$ cat config.mk
export PLATFORM = sky130hd
export DESIGN_NAME = clkgen_cfg_slave
export DESIGN_NICKNAME = d
export VERILOG_FILES = /design/src/rtl/clkcfg_pkg.sv /design/src/rtl/smb_line_sync.sv /design/src/rtl/smb_slave_fsm.sv /design/src/rtl/cfg_regfile.sv /design/src/rtl/clkgen_cfg_slave.sv
export SDC_FILE = /design/constraint.sdc
export NUM_CORES = 1
export LEC_CHECK = 0
export ABC_AREA = 1
export BUFFER_PORTS_ARGS = -buffer_cell sky130_fd_sc_hd__buf_4
export CORE_UTILIZATION = 35
export CTS_CLUSTER_SIZE = 8
export DETAILED_ROUTE_END_ITERATION = 12
export PLACE_DENSITY = 0.63
export SLEW_MARGIN = 30
export SYNTH_ARGS = -nofsm -noshare
export SYNTH_HDL_FRONTEND = slang
export SYNTH_HIERARCHICAL = 1
export SYNTH_SLANG_ARGS = --single-unit
$ cat constraint.sdc
create_clock -name clk -period 4.13 [get_ports clk]
set_input_delay 0 -clock clk [delete_from_list [all_inputs] [get_ports clk]]
set_output_delay 0 -clock clk [all_outputs]
set_load 0.005 [all_outputs]
$ cat src/rtl/clkcfg_pkg.sv
// Package: shared constants and types for the clock-generator configuration slave.
// Assumes at least three registers; registers above 2 are fully writable.
package clkcfg_pkg;
    localparam int           BYTE_W    = 8;
    localparam int           NUM_REGS  = 3;
    localparam int           IDX_W     = $clog2(NUM_REGS + 1);
    localparam int           CNT_W     = $clog2(NUM_REGS + 3);
    localparam logic [6:0]   DEV_ADDR  = 7'h69;   // 0xD2 write / 0xD3 read
    localparam logic [7:0]   RD_FILL   = 8'hFF;

    typedef enum logic [1:0] {ST_IDLE, ST_ADDR, ST_WRITE, ST_READ} bus_state_e;

    // Writable bit mask of register i.
    function automatic logic [7:0] reg_wmask(input int i);
        if (i == 0)      return 8'hE8;
        else if (i == 1) return 8'h7F;
        else             return 8'hFF;
    endfunction

    // Power-up value of the stored bits of register i.
    function automatic logic [7:0] reg_rstval(input int i);
        if (i == 0)      return 8'h08;
        else if (i == 1) return 8'h07;
        else             return 8'h00;
    endfunction
endpackage

$ cat src/rtl/smb_line_sync.sv
// Module: synchronises SCL/SDA into clk and flags SCL edges and START/STOP.
// Assumes the bus is several clk periods per SCL phase; lines idle high.
module smb_line_sync #(
    parameter int SYNC_STAGES = 2
) (
    input  logic clk,
    input  logic rst_n,
    input  logic scl_i,
    input  logic sda_i,
    output logic scl_o,
    output logic sda_o,
    output logic scl_rise_o,
    output logic scl_fall_o,
    output logic start_o,
    output logic stop_o
);
    logic [SYNC_STAGES:0] scl_sh;
    logic [SYNC_STAGES:0] sda_sh;

    // Shift both lines through the synchroniser plus one history stage.
    always_ff @(posedge clk) begin
        if (!rst_n) begin
            scl_sh <= '1;
            sda_sh <= '1;
        end else begin
            scl_sh <= {scl_sh[SYNC_STAGES-1:0], scl_i};
            sda_sh <= {sda_sh[SYNC_STAGES-1:0], sda_i};
        end
    end

    // Derive levels, SCL edges and SDA-while-SCL-high conditions.
    always_comb begin
        scl_o      = scl_sh[SYNC_STAGES-1];
        sda_o      = sda_sh[SYNC_STAGES-1];
        scl_rise_o = scl_o & ~scl_sh[SYNC_STAGES];
        scl_fall_o = ~scl_o & scl_sh[SYNC_STAGES];
        start_o    = scl_o & scl_sh[SYNC_STAGES] & sda_sh[SYNC_STAGES] & ~sda_o;
        stop_o     = scl_o & scl_sh[SYNC_STAGES] & ~sda_sh[SYNC_STAGES] & sda_o;
    end
endmodule

$ cat src/rtl/smb_slave_fsm.sv
// Module: bit/byte protocol engine. Decodes the address, acknowledges bytes,
// issues register writes for data bytes and serialises read data.
// Assumes edge/START/STOP strobes are single-cycle and come from one synchroniser.
module smb_slave_fsm
    import clkcfg_pkg::*;
(
    input  logic             clk,
    input  logic             rst_n,
    input  logic             scl,
    input  logic             sda,
    input  logic             scl_rise,
    input  logic             scl_fall,
    input  logic             start,
    input  logic             stop,
    input  logic [7:0]       rd_data,
    output logic [IDX_W-1:0] rd_idx,
    output logic             wr_en,
    output logic [IDX_W-1:0] wr_idx,
    output logic [7:0]       wr_data,
    output logic             sda_oe
);
    localparam logic [CNT_W-1:0] CNT_MAX  = CNT_W'(NUM_REGS + 2);
    localparam logic [CNT_W-1:0] CNT_DATA = CNT_W'(2);
    localparam logic [IDX_W-1:0] IDX_MAX  = IDX_W'(NUM_REGS);

    bus_state_e       state;
    logic [3:0]       bit_cnt;
    logic [7:0]       shreg;
    logic             in_ack;
    logic             is_read;
    logic             mnack;
    logic [CNT_W-1:0] byte_n;
    logic [IDX_W-1:0] rd_next;

    assign rd_next = (rd_idx == IDX_MAX) ? rd_idx : rd_idx + 1'b1;

    // Main protocol state machine, stepped by synchronised SCL edges.
    always_ff @(posedge clk) begin
        if (!rst_n) begin
            state   <= ST_IDLE;
            bit_cnt <= '0;
            shreg   <= '0;
            in_ack  <= 1'b0;
            is_read <= 1'b0;
            mnack   <= 1'b0;
            byte_n  <= '0;
            rd_idx  <= '0;
            wr_en   <= 1'b0;
            wr_idx  <= '0;
            wr_data <= '0;
            sda_oe  <= 1'b0;
        end else begin
            wr_en <= 1'b0;
            if (start) begin
                state   <= ST_ADDR;
                bit_cnt <= '0;
                in_ack  <= 1'b0;
                sda_oe  <= 1'b0;
                byte_n  <= '0;
                rd_idx  <= '0;
            end else if (stop) begin
                state  <= ST_IDLE;
                in_ack <= 1'b0;
                sda_oe <= 1'b0;
            end else begin
                case (state)
                    ST_ADDR, ST_WRITE: begin
                        if (scl_rise && !in_ack && bit_cnt != 4'd8) begin
                            shreg   <= {shreg[6:0], sda};
                            bit_cnt <= bit_cnt + 4'd1;
                        end else if (scl_fall && in_ack) begin
                            in_ack  <= 1'b0;
                            bit_cnt <= '0;
                            sda_oe  <= 1'b0;
                            if (state == ST_ADDR) begin
                                if (is_read) begin
                                    state  <= ST_READ;
                                    shreg  <= rd_data;
                                    sda_oe <= ~rd_data[7];
                                    rd_idx <= rd_next;
                                end else begin
                                    state <= ST_WRITE;
                                end
                            end
                        end else if (scl_fall && bit_cnt == 4'd8) begin
                            if (state == ST_ADDR) begin
                                if (shreg[7:1] == DEV_ADDR) begin
                                    in_ack  <= 1'b1;
                                    sda_oe  <= 1'b1;
                                    is_read <= shreg[0];
                                end else begin
                                    state <= ST_IDLE;
                                end
                            end else begin
                                in_ack <= 1'b1;
                                sda_oe <= 1'b1;
                                if (byte_n >= CNT_DATA && byte_n < CNT_MAX) begin
                                    wr_en   <= 1'b1;
                                    wr_idx  <= IDX_W'(byte_n - CNT_DATA);
                                    wr_data <= shreg;
                                end
                                if (byte_n != CNT_MAX) byte_n <= byte_n + 1'b1;
                            end
                        end
                    end
                    ST_READ: begin
                        if (scl_rise) begin
                            if (in_ack) mnack <= sda;
                            else if (bit_cnt != 4'd8) bit_cnt <= bit_cnt + 4'd1;
                        end else if (scl_fall) begin
                            if (in_ack) begin
                                in_ack  <= 1'b0;
                                bit_cnt <= '0;
                                if (mnack) begin
                                    state  <= ST_IDLE;
                                    sda_oe <= 1'b0;
                                end else begin
                                    shreg  <= rd_data;
                                    sda_oe <= ~rd_data[7];
                                    rd_idx <= rd_next;
                                end
                            end else if (bit_cnt == 4'd8) begin
                                sda_oe <= 1'b0;
                                in_ack <= 1'b1;
                            end else begin
                                shreg  <= {shreg[6:0], 1'b0};
                                sda_oe <= ~shreg[6];
                            end
                        end
                    end
                    default: ;
                endcase
            end
        end
    end

    // SDA drive may only move while the synchronised SCL was low.
    p_oe_scl_low_r9: assert property (@(posedge clk) disable iff (!rst_n)
        (sda_oe != $past(sda_oe)) |-> !$past(scl));

    // An idle slave never holds the data line.
    p_idle_released_r10: assert property (@(posedge clk) disable iff (!rst_n)
        (state == ST_IDLE) |-> !sda_oe);

    // A register write is issued only together with its acknowledge.
    p_write_on_ack_r4: assert property (@(posedge clk) disable iff (!rst_n)
        wr_en |-> (in_ack && sda_oe));

    // Entering an address acknowledge requires the device address.
    p_addr_ack_r2: assert property (@(posedge clk) disable iff (!rst_n)
        ($rose(in_ack) && state == ST_ADDR) |-> (shreg[7:1] == DEV_ADDR));
endmodule

$ cat src/rtl/cfg_regfile.sv
// Module: control register file. Stores writable bits, holds read-only bit
// positions at their defaults, and merges live pin levels into the read view.
// Assumes pins are quasi-static (straps and slow control levels).
module cfg_regfile
    import clkcfg_pkg::*;
(
    input  logic                     clk,
    input  logic                     rst_n,
    input  logic                     wr_en,
    input  logic [IDX_W-1:0]         wr_idx,
    input  logic [7:0]               wr_data,
    input  logic [IDX_W-1:0]         rd_idx,
    input  logic [2:0]               fsel,
    input  logic                     mult,
    input  logic                     cpu_stop,
    input  logic                     pci_stop,
    output logic [7:0]               rd_data,
    output logic [NUM_REGS*8-1:0]    view_flat
);
    logic [7:0] stor [NUM_REGS];
    logic [7:0] view [NUM_REGS];

    for (genvar g = 0; g < NUM_REGS; g++) begin : g_reg
        localparam logic [7:0] WM = reg_wmask(g);
        localparam logic [7:0] RV = reg_rstval(g);

        // Update writable bits of this register on a matching write.
        always_ff @(posedge clk) begin
            if (!rst_n)                                   stor[g] <= RV;
            else if (wr_en && wr_idx == IDX_W'(g))        stor[g] <= (wr_data & WM) | (stor[g] & ~WM);
        end

        if (g == 0) begin : g_merge0
            // Register 0: stored controls, CPU-stop pin, gated PCI-stop, strap pins.
            assign view[g] = (stor[g] & 8'hE0) | {3'b000, cpu_stop, stor[g][3] & pci_stop, fsel};
        end else if (g == 1) begin : g_merge1
            // Register 1: multiplier strap on top, stored controls below.
            assign view[g] = (stor[g] & 8'h7F) | {mult, 7'b0};
        end else begin : g_plain
            assign view[g] = stor[g];
        end

        assign view_flat[g*8 +: 8] = view[g];

        // A write lands in the writable bits on the next cycle.
        p_write_lands_r4: assert property (@(posedge clk) disable iff (!rst_n)
            (wr_en && wr_idx == IDX_W'(g)) |=> ((stor[g] & WM) == ($past(wr_data) & WM)));

        // Without a write the register keeps its value.
        p_hold_r10: assert property (@(posedge clk) disable iff (!rst_n)
            !(wr_en && wr_idx == IDX_W'(g)) |=> $stable(stor[g]));
    end

    // Select the byte for the read shifter; beyond the last register return fill.
    always_comb begin
        rd_data = RD_FILL;
        for (int i = 0; i < NUM_REGS; i++)
            if (rd_idx == IDX_W'(i)) rd_data = view[i];
    end
endmodule

$ cat src/rtl/clkgen_cfg_slave.sv
// Module: top of the configuration slave. Wires the line synchroniser, the
// protocol engine and the register file; SDA is open-drain via sda_oe_o.
// Assumes an external pull-up and open-drain drivers on SDA and SCL.
module clkgen_cfg_slave
    import clkcfg_pkg::*;
(
    input  logic       clk,
    input  logic       rst_n,
    input  logic       scl_i,
    input  logic       sda_i,
    output logic       sda_oe_o,
    input  logic [2:0] fsel_i,
    input  logic       mult_i,
    input  logic       cpu_stop_i,
    input  logic       pci_stop_i,
    output logic [7:0] cfg0_o,
    output logic [7:0] cfg1_o,
    output logic [7:0] cfg2_o
);
    logic scl_s, sda_s, scl_rise, scl_fall, start, stop;
    logic wr_en;
    logic [IDX_W-1:0] wr_idx, rd_idx;
    logic [7:0] wr_data, rd_data;
    logic [NUM_REGS*8-1:0] view_flat;

    smb_line_sync #(.SYNC_STAGES(2)) u_sync (
        .clk(clk), .rst_n(rst_n), .scl_i(scl_i), .sda_i(sda_i),
        .scl_o(scl_s), .sda_o(sda_s), .scl_rise_o(scl_rise), .scl_fall_o(scl_fall),
        .start_o(start), .stop_o(stop)
    );

    smb_slave_fsm u_fsm (
        .clk(clk), .rst_n(rst_n), .scl(scl_s), .sda(sda_s),
        .scl_rise(scl_rise), .scl_fall(scl_fall), .start(start), .stop(stop),
        .rd_data(rd_data), .rd_idx(rd_idx), .wr_en(wr_en), .wr_idx(wr_idx),
        .wr_data(wr_data), .sda_oe(sda_oe_o)
    );

    cfg_regfile u_regs (
        .clk(clk), .rst_n(rst_n), .wr_en(wr_en), .wr_idx(wr_idx), .wr_data(wr_data),
        .rd_idx(rd_idx), .fsel(fsel_i), .mult(mult_i), .cpu_stop(cpu_stop_i),
        .pci_stop(pci_stop_i), .rd_data(rd_data), .view_flat(view_flat)
    );

    assign cfg0_o = view_flat[7:0];
    assign cfg1_o = view_flat[15:8];
    assign cfg2_o = view_flat[23:16];
endmodule

; ---- Word level (Yosys, flattened, before mapping)
; Memory sizes are Yosys's and may differ from the RTL's.
; Index checks and enable logic that the tools add are counted.
[word_totals]
reg_bits = 40
mem_bits_rw = 24
inputBits = 10
out_inout_bits = 25
wordCells = 198
n_memories = 1
[op_classes]
add_sub_neg = 4
magnitude_cmp = 2
eq_ne = 41
n_mux = 79
bitwise = 29
n_reduce_logical = 27
[mem_list]
columns = name, depth, word_bits, read_ports, rd_clocked_by_memory_dff, wr, line
row1 = u_regs.stor, 3, 8, 3, 0, 3, cfg_regfile.sv:20  ; logic [7:0] stor [NUM_REGS];
[op_table]
columns = operator, n
row1 = 2-to-1 mux 8 bit, 15
row2 = 2-to-1 mux 2 bit, 19
row3 = 2-to-1 mux 1 bit, 32
row4 = 2-to-1 mux 4 bit, 7
row5 = "inequality test 4 x 3 -> 1 bit, second input constant", 5
row6 = AND reduction 10 bit, 2
row7 = "inequality test 3 x 1 -> 1 bit, second input constant", 6
row8 = AND reduction 9 bit, 2
row9 = OR 7 x 8 -> 8 bit, 2
row10 = OR 8 x 5 -> 8 bit, 2
row11 = case mux 8 bit (2 select lines), 1
row12 = AND reduction 8 bit, 2
row13 = NOT 1 bit, 14
row14 = AND reduction 7 bit, 2
row15 = "inequality test 2 x 1 -> 1 bit, second input constant", 6
row16 = "inequality test 3 bit, second input constant", 4
row17 = "inequality test 4 bit, second input constant", 3
row18 = "equality test 2 bit, second input constant", 5
row19 = AND 1 bit, 8
row20 = logical AND 1 bit, 8
row21 = case mux 2 bit (2 select lines), 2
row22 = case mux 4 bit (2 select lines), 1
row23 = OR reduction 8 bit, 1
row24 = "equality test 7 bit, second input constant", 1
row25 = other kinds (22), 32

; ---- Longest topological paths before layout
; Gate-level depths: netlist of the first run.
; An unclocked memory read counts as a cell.
[logic_depth]
word_depth = 12
mapped_depth = 13
mapped_depth_nobuf = 12

; ---- Hierarchy
; The synthesis of the first run kept the hierarchy.
[by_module_without_submodules]
columns = mod, instances, cells_per_inst, area_each_um2, seq_area_each_um2
row1 = smb_slave_fsm, 1, 358, 2160.8, 680.7
row2 = cfg_regfile, 1, 116, 1056.0, 570.5
row3 = smb_line_sync, 1, 27, 198.9, 120.1

; ---- Worst setup path after synthesis of the first run
; No wires, ideal clock.
[synth_timing]
kind = register to register
start = register u_fsm.bit_cnt[0]
end = register u_fsm.wr_data[7]
setup_ns = 0.113
arrival_time_ns = 1.503
required_ns = 4.017
slack_ns = 2.514
path_stages_with_launch = 11
path_buffers = 1
period_less_slack_ns = 1.616
cell_sequence = dfxtp_1 > inv_1 > ha_1 > nand3_4 > nor2_2 > nand2_2 > nor3_4 > buf_6 > nand2_1 > nand2_1 > nor2_1
[synth_between]
elab_chain_cells = 4
word_cells_on_any_way = 6
classes_between = eq/ne (2) / bitwise (1) / reduce/logical (3)
[synth_rtl]
columns = item, line
row1 = from (decl), smb_slave_fsm.sv:27  ; logic [3:0] bit_cnt;
row2 = from (signal assigned), smb_slave_fsm.sv:70  ; bit_cnt <= bit_cnt + 4'd1;
row3 = from (signal assigned), smb_slave_fsm.sv:109  ; else if (bit_cnt != 4'd8) bit_cnt <= bit_cnt + 4'd1;
row4 = inequality test 4 bit, smb_slave_fsm.sv:68  ; if (scl_rise && !in_ack && bit_cnt != 4'd8) begin
row5 = logical AND 1 bit, smb_slave_fsm.sv:68
row6 = NOT 1 bit (no source line), -
row7 = AND reduction 8 bit (no source line) (*), -
row8 = to (signal assigned), smb_slave_fsm.sv:100  ; wr_data <= shreg;
row9 = to (decl), smb_slave_fsm.sv:19  ; output logic [7:0] wr_data,
; Mark *: on every way between the ends. The rest lies on a longest branch, timed or not.
; A chain may end at the register's enable or synchronous reset.

; ---- Worst setup path after layout of the first run
[layout_timing]
start = register u_fsm.bit_cnt[0]
end = register u_fsm.wr_data[2]
; Same word-level chain as after synthesis.

==> results of run 1 <==
-- area by class of cell --
cell class | instances | area, sq um
clock inverter | 7 | 76.32
multi-input combinational | 355 | 1654
tap | 129 | 161.4
clock buffer | 9 | 123.9
timing repair buffer | 36 | 275.3
inverter | 69 | 259.0
sequential | 59 | 1371
fill | 964 | 5406
-- how the worst max path moves through the flow --
stage / to / slack (ps)
floorplan: u_fsm/wr_data[7] / 2510
global placement: u_fsm/wr_data[7] / 2230
detailed placement: u_fsm/wr_data[4] / 2170
CTS: u_fsm/wr_data[2] / 2130
global route: u_fsm/shreg[1] / 1940
finish: u_fsm/wr_data[2] / 2160
-- Yosys cell counts --
master    instances  area, sq um
nand2_1         154        578.1
nor2_1           99        371.6
inv_1            62        232.7
dfxtp_1          40        800.8
nand3_1          36        180.2
edfxtp_1         19        570.6
o21ai_0          11        55.05
buf_4            10        75.07
ha_1              9        112.6
a21oi_1           8        40.04
nand3b_1          7        52.55
inv_2             6        22.52
nand4_1           5        31.28
o21bai_1          4        30.03
buf_2             3        15.01
buf_6             3        33.78
nand2_2           3        18.77
nor2_2            3        18.77
nor2_4            3        33.78
nand2_4           2        22.52
xor2_1            2        17.52
a22oi_1           1        7.510
a31o_2            1        8.760
buf_1             1        3.750
clkbuf_1          1        3.750
clkinv_1          1        3.750
nand3_2           1        10.01
nand3_4           1        17.52
nand4_2           1        12.51
nor2b_1           1        6.260
nor3_1            1        5.000
nor3_4            1        16.27
o211ai_1          1        7.510
-- logic make-up after synthesis --
family,Yosys count,share of synthesized area
compound gates,26,0.04359
flops,59,0.4015
buf+inv,87,0.1143
fa+ha+maj,9,0.03297
simple gates,318,0.4026
xor+xnor,2,0.005129
-- sequential cells by signal, indices dropped and copies added (netlist names), 2 cells and up --
register and cells:
u_sync/scl_sh 3, u_sync/sda_sh 3, u_fsm/byte_n 3, u_fsm/wr_data 8, u_fsm/shreg 8, u_fsm/state 2
u_fsm/bit_cnt 4, u_regs/stor 19, u_fsm/rd_idx 2, u_fsm/wr_idx 2
-- repair_timing --
action | CTS | global route
hold buffers | 2 | 0
gates resized for setup | 0 | 0
hold endpoints to repair | 2 | 0
setup buffers | 0 | 0
-- per-layer routing --
layer / track usage / wire length [um] / vias to the layer above
met2: 0.2729 / 3727 / 86
met3: 0.04230 / 466 / 17
met5: 0 / 0 / -
li1: - / - / 1607
met4: 0.07246 / 182 / 0
met1: 0.2159 / 3649 / 1392
-- placed cells by master (no fill, tap or decap), types with 2 or more instances in the layout --
cell type,n
o21bai_1,4
inv_1,62
dlygate4sd3_1,2
inv_2,6
ha_1,9
nor2_2,3
nand3b_1,7
clkbuf_8,9
clkinvlp_4,2
edfxtp_1,19
nand2_2,3
nor2_1,99
dfxtp_1,40
nand2_1,154
a21oi_1,8
nor2_4,3
nand4_1,5
o21ai_0,11
buf_4,34
clkinv_4,2
nand2_4,2
xor2_1,2
nand3_1,36
-- per-stage QoR --
step | worst slack [ps] | std cells | cell area (sq um) | util | hold WS [ps]
2_1_floorplan | 2514 | 501 | 3416 | - | 68.65
3_3_place_gp | 2228 | 646 | 3701 | 0.3968 | 170.6
3_5_place_dp | 2171 | 646 | 3701 | 0.3968 | 172.0
4_1_cts | 2135 | 664 | 3921 | 0.4204 | 10.54
5_1_grt | 1940 | 664 | 3921 | 0.4204 | 27.01
6_report | 2165 | 664 | 3921 | 0.4204 | 19.19
-- power breakdown --
group	switching [mW]	total [mW]	internal [mW]
logic	0.537	0.826	0.289
clock network	0.255	0.537	0.281
registers	0.0632	0.720	0.657
total	0.856	2.08	1.23
==> results.toml, run 1 <==
[logic_synthesis]
yosysSeqAreaShare = 0.4015
synthCells = 501
syn_area_sq_um = 3416
ys_warn_count = 6
synth_fp_nets = 520
synth_area_per_cell_sq_um = 6.818
synth_cell_types = 33
ys_ff_latch = 59

[critical_path]
arrival_ps = 2210
r2r_setup_slack_ps = 2160
r2r_cells = 9
endpoint_kind = "flip-flop"
cpLargestDelayFamily = "simple AND/OR/NAND/NOR gates"
start_kind = "flip-flop"
critPathKind = "reg -> reg"
rr_startpoint = "u_fsm/bit_cnt[0]"
crit_chain = "inv_1 > ha_1 > nand3_4 > nand2_4 > nand2_4 > nor3_4 > nand2_1 > nand2_1 > nor2_1"
max_stage_delay_ps = 540
critPathBufInv = 1
worstPathRequired_ps = 4370
crit_path_max_fanout = 18
cpMaxStageDelayCell = "nor3_4"
cp_num_cells = 9
r2r-end = "u_fsm/wr_data[2]"
crit_start = "u_fsm/bit_cnt[0]"

[cells_and_area]
nets = 549
antennaDiodeCount = 0
drive_above_1_share = 0.1346
area_growth_pct = 14.80

[detailed_routing]
drtIter0Drc = 174
dr.pass1.iters = 4
drt-total-wl_um = 8026
wl_per_cell_um = 12.09
ant_nets = 0
vias = 3102
via_per_inst = 4.672
drc_errors = 0

[run_status]
status = "complete, no violations"

[timing]
tightest_slew_ps = 601.0
setup_violations = 0
rsz0062_at_grt = "no"
fin_crit_ps = 1965
tns_ps = 0
maxSlewHeadroom = 0.5980
fmax_mhz = 508.8
finalCritPeriodShare = 0.4759
finClkSkew_ps = 11.47
hold_viol = 0
drv_slew = 0

[die]
num_rows = 35
coreArea_sq_um = 9328
die_area_sq_um = 10160
start_util = 0.3662
io_pins = 35
die_x_um = 100.8
die_h_um = 100.8

[power_and_ir_drop]
p_per_area_nw_per_um2 = 531.1
max-vdd-ir-drop_uv = 244.3
total_power_mw = 2.083
p_leak_nw = 1.871

[global_routing]
grt_first_pass_wirelength_um = 13250
gr-usage-all-layers = 0.1695
grt_pass1_vias = 2826
grt_overflow_total = 0
grt_antenna_before_repair = 0
grt_max_degree = 36

[cts]
clk_pin_slew_ps = 80
clk_latency_ps = 340
cts.htree.levels = 3
cts_buffers = 9
clockBufferDepth = 2
cts_tree = "done"
cts_root_buf = "clkbuf_8"
clock_sinks = 59

[place]
place_congestion = 1.037
dp_hpwl_um = 6053
portBuffers = 34

[min_path]
worstHoldEndpoint = "u_sync/scl_sh[2]"
hp-class = "in -> reg"
hold_depth = 2
hp-start = "rst_n"

[job]
maxCapViolations = 0
No activity file was read; power rests on OpenSTA's default activity.
==> run 2, diff against run 1 <==
--- a/config.mk
+++ b/config.mk
@@ -5,7 +5,7 @@
 export SDC_FILE = /design/constraint.sdc
 export NUM_CORES = 1
 export LEC_CHECK = 0
-export ABC_AREA = 1
+export ABC_AREA = 0
 export BUFFER_PORTS_ARGS = -buffer_cell sky130_fd_sc_hd__buf_4
 export CORE_UTILIZATION = 35
 export CTS_CLUSTER_SIZE = 8
==> constraint.sdc (replaced) <==
create_clock -name clk -period 2 [get_ports clk]
set_input_delay 0 -clock clk [delete_from_list [all_inputs] [get_ports clk]]
set_output_delay 0 -clock clk [all_outputs]
set_load 0.005 [all_outputs]
==> results.toml, run 2 <==
[logic_synthesis]
synth_async_sr_flop_share = 0
synth_top_family_by_area = "simple AND/OR/NAND/NOR gates"
yosysSeqAreaShare = 0.4268
synth_top_area_frac = 0.2492
synth.area.top_cells = "dfxtp_1 25%, edfxtp_1 18%, mux2i_1 4.0%"
yosys.area_share.xor_xnor = 0.008178
ys_warn_count = 6
synthCells = 327
synth_edf_count = 19
synth_cell_types = 65
synth_commonest_cells = "40 x dfxtp_1, 25 x nand2_1, 19 x edfxtp_1"
synth-adder-area-share = 0.03505
ys_ff_latch = 59
synth_compound_area_frac = 0.1752
synth_fp_nets = 346
synth_area_leader_cell = "dfxtp_1"
synth_simple_gate_area_frac = 0.2208
synth_area_per_cell_sq_um = 9.826
syn_area_sq_um = 3213
muxShareOfSynthArea = 0.06970
synth_flop_cell = "dfxtp_1"
synth.most_common_cell = "dfxtp_1"

[place]
portBuffers = 34
place_congestion = 0.8876
dp_hpwl_um = 5648
dp.cells = 471

[critical_path]
rr_startpoint = "u_sync/scl_sh[1]"
crit_path_max_fanout = 6
r2r-end = "u_fsm/in_ack"
crit_chain = "nor2b_2 > buf_4 > nand3b_1 > o21a_1 > or4_1 > a32o_1"
arrival_ps = 2120
worstPathRequired_ps = 2230
endpoint_kind = "flip-flop"
cpMaxStageDelayCell = "or4_1"
start_kind = "flip-flop"
cpLargestDelayFamily = "simple AND/OR/NAND/NOR gates"
r2r_setup_slack_ps = 110
max_stage_delay_ps = 540
critPathBufInv = 1
critPathKind = "reg -> reg"
r2r_cells = 6

[timing]
rsz0062_at_grt = "no"
fmax_mhz = 528.6
fin_crit_ps = 1892
drv_slew = 0
finClkSkew_ps = 10.94
finalCritPeriodShare = 0.9460
tightest_slew_ps = 503.6
setup_violations = 0
tns_ps = 0
hold_viol = 0
maxSlewHeadroom = 0.6640

[cts]
cts_root_buf = "clkbuf_8"
cts_buffers = 9
clk_pin_slew_ps = 70
cts_post_setup_buffers_inserted = 0
clock_sinks = 59
cts_tree = "done"
clk_latency_ps = 340
clockBufferDepth = 2
cts.htree.levels = 3

[power_and_ir_drop]
total_power_mw = 2.729
internal_power_mw = 1.978
seq_power_share = 0.482
combinationalPowerShare = 0.148
p_switching_uw = 750.9
p_leak_nw = 1.525
switching_share = 0.2752
clkPwrFrac = 0.371
p_per_area_nw_per_um2 = 696.3
max-vdd-ir-drop_uv = 275.3

[detailed_routing]
drt-total-wl_um = 7691
via_per_inst = 5.366
wl_per_cell_um = 15.73
dr.pass1.iters = 9
ant_nets = 0
vias = 2624
drtIter0Drc = 126
drc_errors = 8

[cells_and_area]
antennaDiodeCount = 0
final_common_cell = "buf_4"
regArea_sq_um = 1374
largest-register = "u_regs/stor"
largestRegisters = "u_regs/stor (19), u_fsm/shreg (8), u_fsm/wr_data (8)"
drive_above_1_share = 0.2546
fill_cells = 860
final_cell_mix = "62 x buf_4, 38 x dfxtp_1, 25 x nand2_1"
final_cells = 489
multi_input_area_sq_um = 1667
largest_reg_flops = 19
nets = 395
area_growth_pct = 21.96

[min_path]
hp-start = "rst_n"
hp-class = "in -> reg"
worstHoldEndpoint = "u_sync/scl_sh[0]"
hold_depth = 2

[die]
io_pins = 35
num_rows = 34
die_x_um = 97.82
die_h_um = 97.82
die_area_sq_um = 9568
start_util = 0.3649
coreArea_sq_um = 8806

[global_routing]
use_met3 = 0.03651
grt_pass1_vias = 2481
grt_first_pass_wirelength_um = 12170
grt_antenna_before_repair = 0
met1_usage = 0.2119
gr-usage-all-layers = 0.1635
grt_max_degree = 42
grt_overflow_total = 0
gr-usage-met2 = 0.2700
busiest_layer = "met2"

[run_status]
violations = "DRC"
status = "finished, violations left"

[job]
maxCapViolations = 0
## run 2: changes by cell type after synthesis, sizes merged, moves of 8 or more
cell / change
nand3: -23
nand2b: +15
nand2: -134
mux2: +8
mux2i: +13
o311ai: +8
inv: -54
nor2: -97
clkbuf: +8
and2: +17
## run 2: logic make-up (layout without fill, tap and decap cells)
family | count (synthesis) | after routing
buffers and inverters | 41 | 95
flip-flops | 59 | 59
AND/OR/NAND/NOR | 117 | 117
adder cells (fa/ha/maj) | 9 | 9
AO/OA/AOI/OAI | 77 | 77
XOR/XNOR | 3 | 3
multiplexers | 21 | 21
## run 2: power by group through the flow
stage | logic, mW | registers [mW] | clock network [mW]
floorplan | 0.254 | 1.32 | 0
global placement | 0.382 | 1.34 | 0
detailed placement | 0.385 | 1.34 | 0
CTS | 0.391 | 1.31 | 1.05
global route | 0.438 | 1.32 | 1.10
finish | 0.404 | 1.31 | 1.01
## run 2: repair_timing
action                                  CTS  global route
endpoints found under the setup margin    3            17
hold buffers                              2             0
resized for setup                         2             6
hold endpoints to repair                  2             0
## run 2: worst max path at each step
stage                     startpoint               end  slack, ps  cells after the start
detailed placement    u_fsm/state[0]      u_fsm/in_ack        0.7                      6
CTS                   u_fsm/state[1]      u_fsm/in_ack          4                      6
finish              u_sync/scl_sh[1]      u_fsm/in_ack        110                      6
floorplan             u_fsm/state[0]      u_fsm/in_ack         70                      6
global placement      u_fsm/state[0]      u_fsm/in_ack         40                      6
global route        u_sync/scl_sh[1]  u_fsm/bit_cnt[1]         10                      5
## run 2: area by class of cell
cell class | instances | area share
inverters | 14 | 0.01341
multi-input cells | 227 | 0.4253
well taps | 108 | 0.03448
clock inverters | 6 | 0.01213
clock buffers | 10 | 0.03512
flip-flops and latches | 59 | 0.3506
repair buffers | 65 | 0.1290
## run 2: metal layers
metal	wire [um]	vias up
met1	3575	1259
met4	51	0
met5	0	-
li1	-	1302
met3	352	4
met2	3711	59
## run 2: through the flow
stage	area [sq um]	setup WS [ps]	util	hold slack [ps]
after floorplan	3216	67.88	-	73.04
after global placement	3682	38.80	0.4182	172.4
after detailed placement	3682	0.7339	0.4182	173.3
after CTS	3891	3.973	0.4419	28.73
after global routing	3919	13.30	0.4450	48.89
final	3919	108.1	0.4450	36.44
